File: src/rtl/seg_addr_gen.sv
module seg_addr_gen #(
  parameter int SEG_W = 16,
  parameter int OFF_W = 16,
  parameter int SHIFT = 4,
  parameter logic [SEG_W-1:0] CODE_RST = '1,
  localparam int PA_W = SEG_W + SHIFT
) (
  input  logic             clk,
  input  logic             rst_n,
  input  logic             seg_wr_en,
  input  logic [1:0]       seg_wr_sel,
  input  logic [SEG_W-1:0] seg_wr_data,
  input  logic [2:0]       req_src,
  input  logic             req_str_dst,
  input  logic [OFF_W-1:0] req_off,
  output logic [PA_W-1:0]  phys_addr,
  output logic [1:0]       seg_used
);

  localparam logic [1:0] SEG_EXTRA = 2'd0;
  localparam logic [1:0] SEG_CODE  = 2'd1;
  localparam logic [1:0] SEG_STACK = 2'd2;
  localparam logic [1:0] SEG_DATA  = 2'd3;

  localparam logic [2:0] SRC_IP = 3'd0;
  localparam logic [2:0] SRC_SP = 3'd1;
  localparam logic [2:0] SRC_BP = 3'd2;
  localparam logic [2:0] SRC_DI = 3'd5;

  logic [SEG_W-1:0] seg_q [4];

  always_ff @(posedge clk or negedge rst_n) begin
    if (!rst_n) begin
      for (int i = 0; i < 4; i++)
        seg_q[i] <= (i == int'(SEG_CODE)) ? CODE_RST : '0;
    end else if (seg_wr_en) begin
      seg_q[seg_wr_sel] <= seg_wr_data;
    end
  end

  always_comb begin
    case (req_src)
      SRC_IP:         seg_used = SEG_CODE;
      SRC_SP, SRC_BP: seg_used = SEG_STACK;
      SRC_DI:         seg_used = req_str_dst ? SEG_EXTRA : SEG_DATA;
      default:        seg_used = SEG_DATA;
    endcase
  end

  assign phys_addr = {seg_q[seg_used], {SHIFT{1'b0}}} + PA_W'(req_off);

endmodule


File: config.mk
export PLATFORM = sky130hd
export DESIGN_NAME = seg_addr_gen
export DESIGN_NICKNAME = d
export VERILOG_FILES = /design/src/rtl/seg_addr_gen.sv
export SDC_FILE = /design/constraint.sdc
export NUM_CORES = 1
export LEC_CHECK = 0
export BUFFER_PORTS_ARGS = -buffer_cell sky130_fd_sc_hd__buf_2
export CAP_MARGIN = 10
export CORE_MARGIN = 1.5
export CORE_UTILIZATION = 55
export DETAILED_ROUTE_END_ITERATION = 10
export PLACE_DENSITY = 0.81
export SYNTH_ARGS = -nofsm -noshare
export SYNTH_HDL_FRONTEND = slang
export SYNTH_SLANG_ARGS = --single-unit
File: constraint.sdc
create_clock -name clk -period 13.4 [get_ports clk]
set_input_delay 2.68 -clock clk [delete_from_list [all_inputs] [get_ports clk]]
set_output_delay 2.68 -clock clk [all_outputs]
set_load 0.02 [all_outputs]
== Yosys cells after proc, flatten, opt, wreduce, memory -nomap -nowiden ==
Cells that the tools add are included.
Storage, ports and cells
  bits in registers: 64
  input port bits: 41
  word-level logic and storage cells: 24
  output and inout bits: 22
Cells by class
  reduce and logical (&&, ||, !) cells: 3
  mux-type cells: 8
  order comparisons: 3
  bitwise logic cells: 2
  equality and inequality tests: 3
  add/subtract/negate cells: 1
Operator list (number)
  $bwmux W64: 1
  $mux W16: 3
  $bmux W16 S2: 1
  $demux W16 S2: 1
  $add A20 B16 Y20: 1
  $ge A3 B3 Y1 const B: 2
  $not A2 Y3: 2
  $pmux W2 S3: 1
  $eq A3 B1 Y1 const B: 1
  $eq A3 B2 Y1 const B: 1
  $eq A3 B3 Y1 const B: 1
  $logic_not A3 Y1: 1
  $lt A3 B1 Y1 const B: 1
  $mux W2: 1
  $reduce_or A2 Y1: 1
  $logic_and A1 B1 Y1: 1

== Longest topological paths before layout ==
  depth after elaboration: 8
  depth in mapped cells: 16
  gate-level depth less buffers: 14

== Worst setup path after synthesis ==
OpenSTA, ideal clock, no wires.
  kind: in2out
  start point: input req_src[0]
  end point: output phys_addr[16]
  path buffers: 2
  data arrival time: 5.619 ns
  stages: 15
  slack: 5.101 ns
  data required time: 10.720 ns
  cells stage by stage: buf_2 -> nor2_1 -> a21oi_1 -> nor2_1 -> inv_1 -> clkbuf_1 -> a31oi_1 -> ha_1 -> fa_1 -> a211oi_1 -> nor3_1 -> o31a_1 -> o21ai_0 -> nand2_1 -> xor2_1
Between the ends
  word-level cells in the longest chain between the ends: 8
  elaborated cells on any way between the ends: 11
  those cells by class: add/sub: 1; eq/ne: 3; mux: 4; bitwise: 1; reduce/logical: 2
Ends and longest elaborated chain
  start, declared: line 13  | input logic [2:0] req_src,
  $eq A3 B1 Y1 / $eq A3 B2 Y1 (equally long branches): line 42  | case (req_src)
  $reduce_or A2 Y1: line 42
  $pmux W2 S3 (*): line 42
  net seg_used[1]: line 17  | output logic [1:0] seg_used
  $not A2 Y3 (not written as such) (*): line 50  | assign phys_addr = {seg_q[seg_used], {SHIFT{1'b0}}} + PA_W'(req_off);
  $bmux W16 S2 (*): line 50
  $mux W16 (not written as such) (*) (2 in a row): line 50
  $add A20 B16 Y20 (*): line 50
  end, declared: line 16  | output logic [PA_W-1:0] phys_addr,
The timed path passes the listed nets; every way through them passes the cells marked *. The select of a mux whose other input is x is not followed.

== Worst setup path in the final report ==
  start point: input req_src[0]
  end point: output phys_addr[18]
Between the ends
  word-level cells in the longest chain between the ends: 8
  elaborated cells on any way between the ends: 11
  those cells by class: add/sub: 1; eq/ne: 3; mux: 4; bitwise: 1; reduce/logical: 2
Ends and longest elaborated chain (line)
  $eq A3 B1 Y1 / $eq A3 B2 Y1 (equally long branches): 42
  $reduce_or A2 Y1: 42
  $pmux W2 S3 (*): 42
  $not A2 Y3 (not written as such) (*): 50
  $bmux W16 S2 (*): 50
  $mux W16 (not written as such) (*) (2 in a row): 50
  $add A20 B16 Y20 (*): 50
Every way passes the cells marked *; elsewhere a longest branch is shown, timed or not. The select of a mux whose other input is x is not followed.

==> metrics.md <==
| Metric | Value |
|---|---|
| Total CTS buffers | `9` |
| Vias post-DR | `2763` |
| DP Area | `3950 um2` |
| WL/cell | `16.6 um` |
| Die height | `84.7 um` |
| Synth Net Count | `393` |
| R2R Setup Slk | `12.58 ns` |
| Crit. Startpoint | `req_src[0]` |
| DRT Pass-1 Iters | `4` |
| Synth cell types | `44` |
| Worst-path clk slew | `0.06 ns` |
| Fin crit period | `9.31 ns` |
| Warnings, synthesis | `0` |
| CTS Hold Buffers Added | `0` |
| Hold Fails Final Rpt | `0` |
| Pleak | `1.89 nW` |
| Psw | `211 uW` |
| Sequential area share after synthesis | `44.2%` |
| Reg with most FFs | `seg_q` |
| Sw Ratio | `33.6%` |
| Seq cells post-synth | `64` |
| Hold Startpoint | `seg_q[9]` |
| Initial antenna violation count | `0` |
| Type of the most critical hold path | `register to register` |
| Worst clock skew | `0 ns` |
| Post-Syn Area per Cell | `10.8 um2` |
| Worst setup SP type | `primary input` |
| Die width | `84.7 um` |
| Primary FF master, synth | `dfrtp_1` |
| Detailed Place HPWL | `5660 um` |
| Clock latency on the worst-skew pair | `0.34 ns` |
| Async set-reset flop share out of synthesis | `100%` |
| GRT Overall Usage | `23.3%` |
| Gr ovfl total | `0` |
| Multi-input gate area | `1930 um2` |
| Max clock buf depth | `2` |
| Pwr/cell area | `152 nW/um2` |
| Worst Setup End Kind | `primary output` |
| Crit Path Max Fanout | `32` |
| Setup TNS | `0 ns` |
| Vias per cell | `5.88` |
| Starting Density | `57.4%` |
| Row count | `29` |
| Antenna Violating Nets Remaining | `0` |
| H-tree levels | `3` |
| Worst r2r src | `seg_q[12]` |
| Int Power | `418 uW` |
| # Post-CTS Setup Buffers | `0` |
| Cells after Synth | `339` |
| Clk pwr share | `24.4%` |
| Final #Nets | `442` |
| Post-Syn Area | `3670 um2` |
| CTS Sinks | `64` |
| GP Congestion | `0.917` |
| Largest register FFs | `64` |
| Relative slew margins | `39.8%` |
| Reg power frac | `41.4%` |
| Largest regs | `seg_q: 64 flops` |
| Fmax | `107 MHz` |
| Final Cycle Share | `69.5%` |
| RSZ-0062 raised after global routing | `no` |
| Vias in the first global route | `2775` |
| Number of flops mapped to enable cells by yosys | `0` |
| Largest net degree at the start of global routing | `65` |
| Fin area | `4130 um2` |
| CP Class | `primary input to primary output` |
| DRT iter0 DRCs | `197` |
| Logic pwr share | `34.3%` |
| DR DRC count | `0` |
| First-pass GRT wire length | `13100 um` |
| Die area | `7170 um2` |
| CTS tree | `yes` |
| Max Cap Viol | `0` |
| Core Area | `6390 um2` |
| # port buffers | `54` |
| Crit path DAT | `6.63 ns` |
| CTS root buffer | `clkbuf_8` |
| Worst path required time | `10.72 ns` |
| Final slew viol count | `0` |
| Run status | `complete, no violations` |
| # fillers | `505` |
| Final design utilization | `64.7%` |
| Post-CTS Resized | `0` |
| Share of cells above drive strength 1 | `40.5%` |
| IO Pins | `63` |
| Ant. Diodes | `0` |
| Worst vdd ir | `0.000106 V` |
| Least-Margin Pin Slew | `0.900 ns` |
| Final setup violation count | `0` |
| Commonest cells after routing, fill and taps aside | `64 x mux2_2, 62 x nand2_1, 54 x buf_2` |
| Area Growth Syn to Fin | `12.7%` |
| Sequential cell area | `1620 um2` |
| Post-Route WL | `7810 um` |
| Most common cell after layout, fill and taps aside | `mux2_2` |
-- worst paths after layout --
check,end,depth (start not counted)
worst min-delay path,seg_q[9],1
worst min register to register,seg_q[9],1
max in group asynchronous,seg_q[31],2
min in group asynchronous,seg_q[62],2
worst max-delay path,phys_addr[18],16
worst max register to register,seg_q[12],1
-- per-stage QoR --
step           instances  setup WS [ns]  power [mW]  hold WS (ns)
6_report             470           4.09       0.629         0.505
5_1_grt              470           3.85       0.667         0.527
4_1_cts              470           4.16       0.633         0.510
3_5_place_dp         454           4.17       0.478         0.494
3_3_place_gp         454           4.31       0.469         0.487
2_1_floorplan        339           5.10       0.416         0.479
-- critical path, stage by stage --
cell	delay, ns
buf_2	0.20
xnor2_1	0.15
o21ai_4	0.68
inv_2	0.41
nand2_1	0.16
and3_1	0.17
a31oi_1	0.05
ha_1	0.26
fa_1	0.44
a211oi_1	0.32
nor3_1	0.10
o31a_1	0.27
o21ai_0	0.25
o2bb2ai_1	0.16
xnor2_1	0.12
buf_2	0.18
-- final cells by class --
| cell class | count | share of cell area [%] |
|---|---|---|
| Multi-Input combinational cell | 253 | 46.8 |
| Sequential cell | 64 | 39.2 |
| Timing Repair Buffer | 56 | 6.90 |
| Clock buffer | 12 | 3.27 |
| Tap cell | 77 | 2.33 |
| Clock inverter | 4 | 1.09 |
| Inverter | 4 | 0.363 |
-- per-layer routing --
| layer | part of all wire, % | wire length [um] | track usage [%] | vias up |
|---|---|---|---|---|
| met5 | 0 | 0 | 0 | - |
| met4 | 1.6 | 122 | 10.4 | 0 |
| met3 | 5.1 | 399 | 4.52 | 12 |
| met2 | 48 | 3730 | 37.2 | 87 |
| met1 | 45 | 3550 | 31.0 | 1350 |
| li1 | - | - | - | 1314 |
-- cell families after synthesis --
family	after synthesis	synth area share (%)
mux	69	21.0
buf+inv	22	3.07
xor+xnor	13	3.10
simple gates	97	12.3
flops	64	44.2
compound gates	61	11.6
fa+ha+maj	13	4.64
-- synth_stat cells (2+ instances only) --
cell type | instances | area [um2]
nand2_1 | 62 | 233
buf_2 | 6 | 30.0
nor3_1 | 3 | 15.0
xor2_1 | 4 | 35.0
a31oi_1 | 13 | 81.3
dfstp_2 | 16 | 420
and3_1 | 13 | 81.3
nand3b_1 | 2 | 15.0
clkbuf_1 | 5 | 18.8
o221a_2 | 4 | 45.0
mux2i_1 | 5 | 50.1
nor2_1 | 8 | 30.0
o22ai_1 | 5 | 31.3
inv_1 | 3 | 11.3
o21a_1 | 2 | 15.0
a211oi_1 | 4 | 30.0
buf_4 | 6 | 45.0
o21ai_0 | 5 | 25.0
o21bai_1 | 5 | 37.5
a21o_1 | 4 | 30.0
xnor2_1 | 9 | 78.8
dfrtp_1 | 48 | 1200
mux2_2 | 64 | 721
a21oi_1 | 12 | 60.1
ha_1 | 12 | 150
-- power by group through the flow --
| stage | clock, mW | sequential, mW | combinational (mW) |
|---|---|---|---|
| 2_1_floorplan | 0 | 0.253 | 0.163 |
| 3_3_place_gp | 0 | 0.261 | 0.209 |
| 3_5_place_dp | 0 | 0.262 | 0.215 |
| 4_1_cts | 0.157 | 0.259 | 0.216 |
| 5_1_grt | 0.166 | 0.264 | 0.236 |
| 6_report | 0.153 | 0.260 | 0.215 |
No activity file was read; power rests on OpenSTA's default activity.
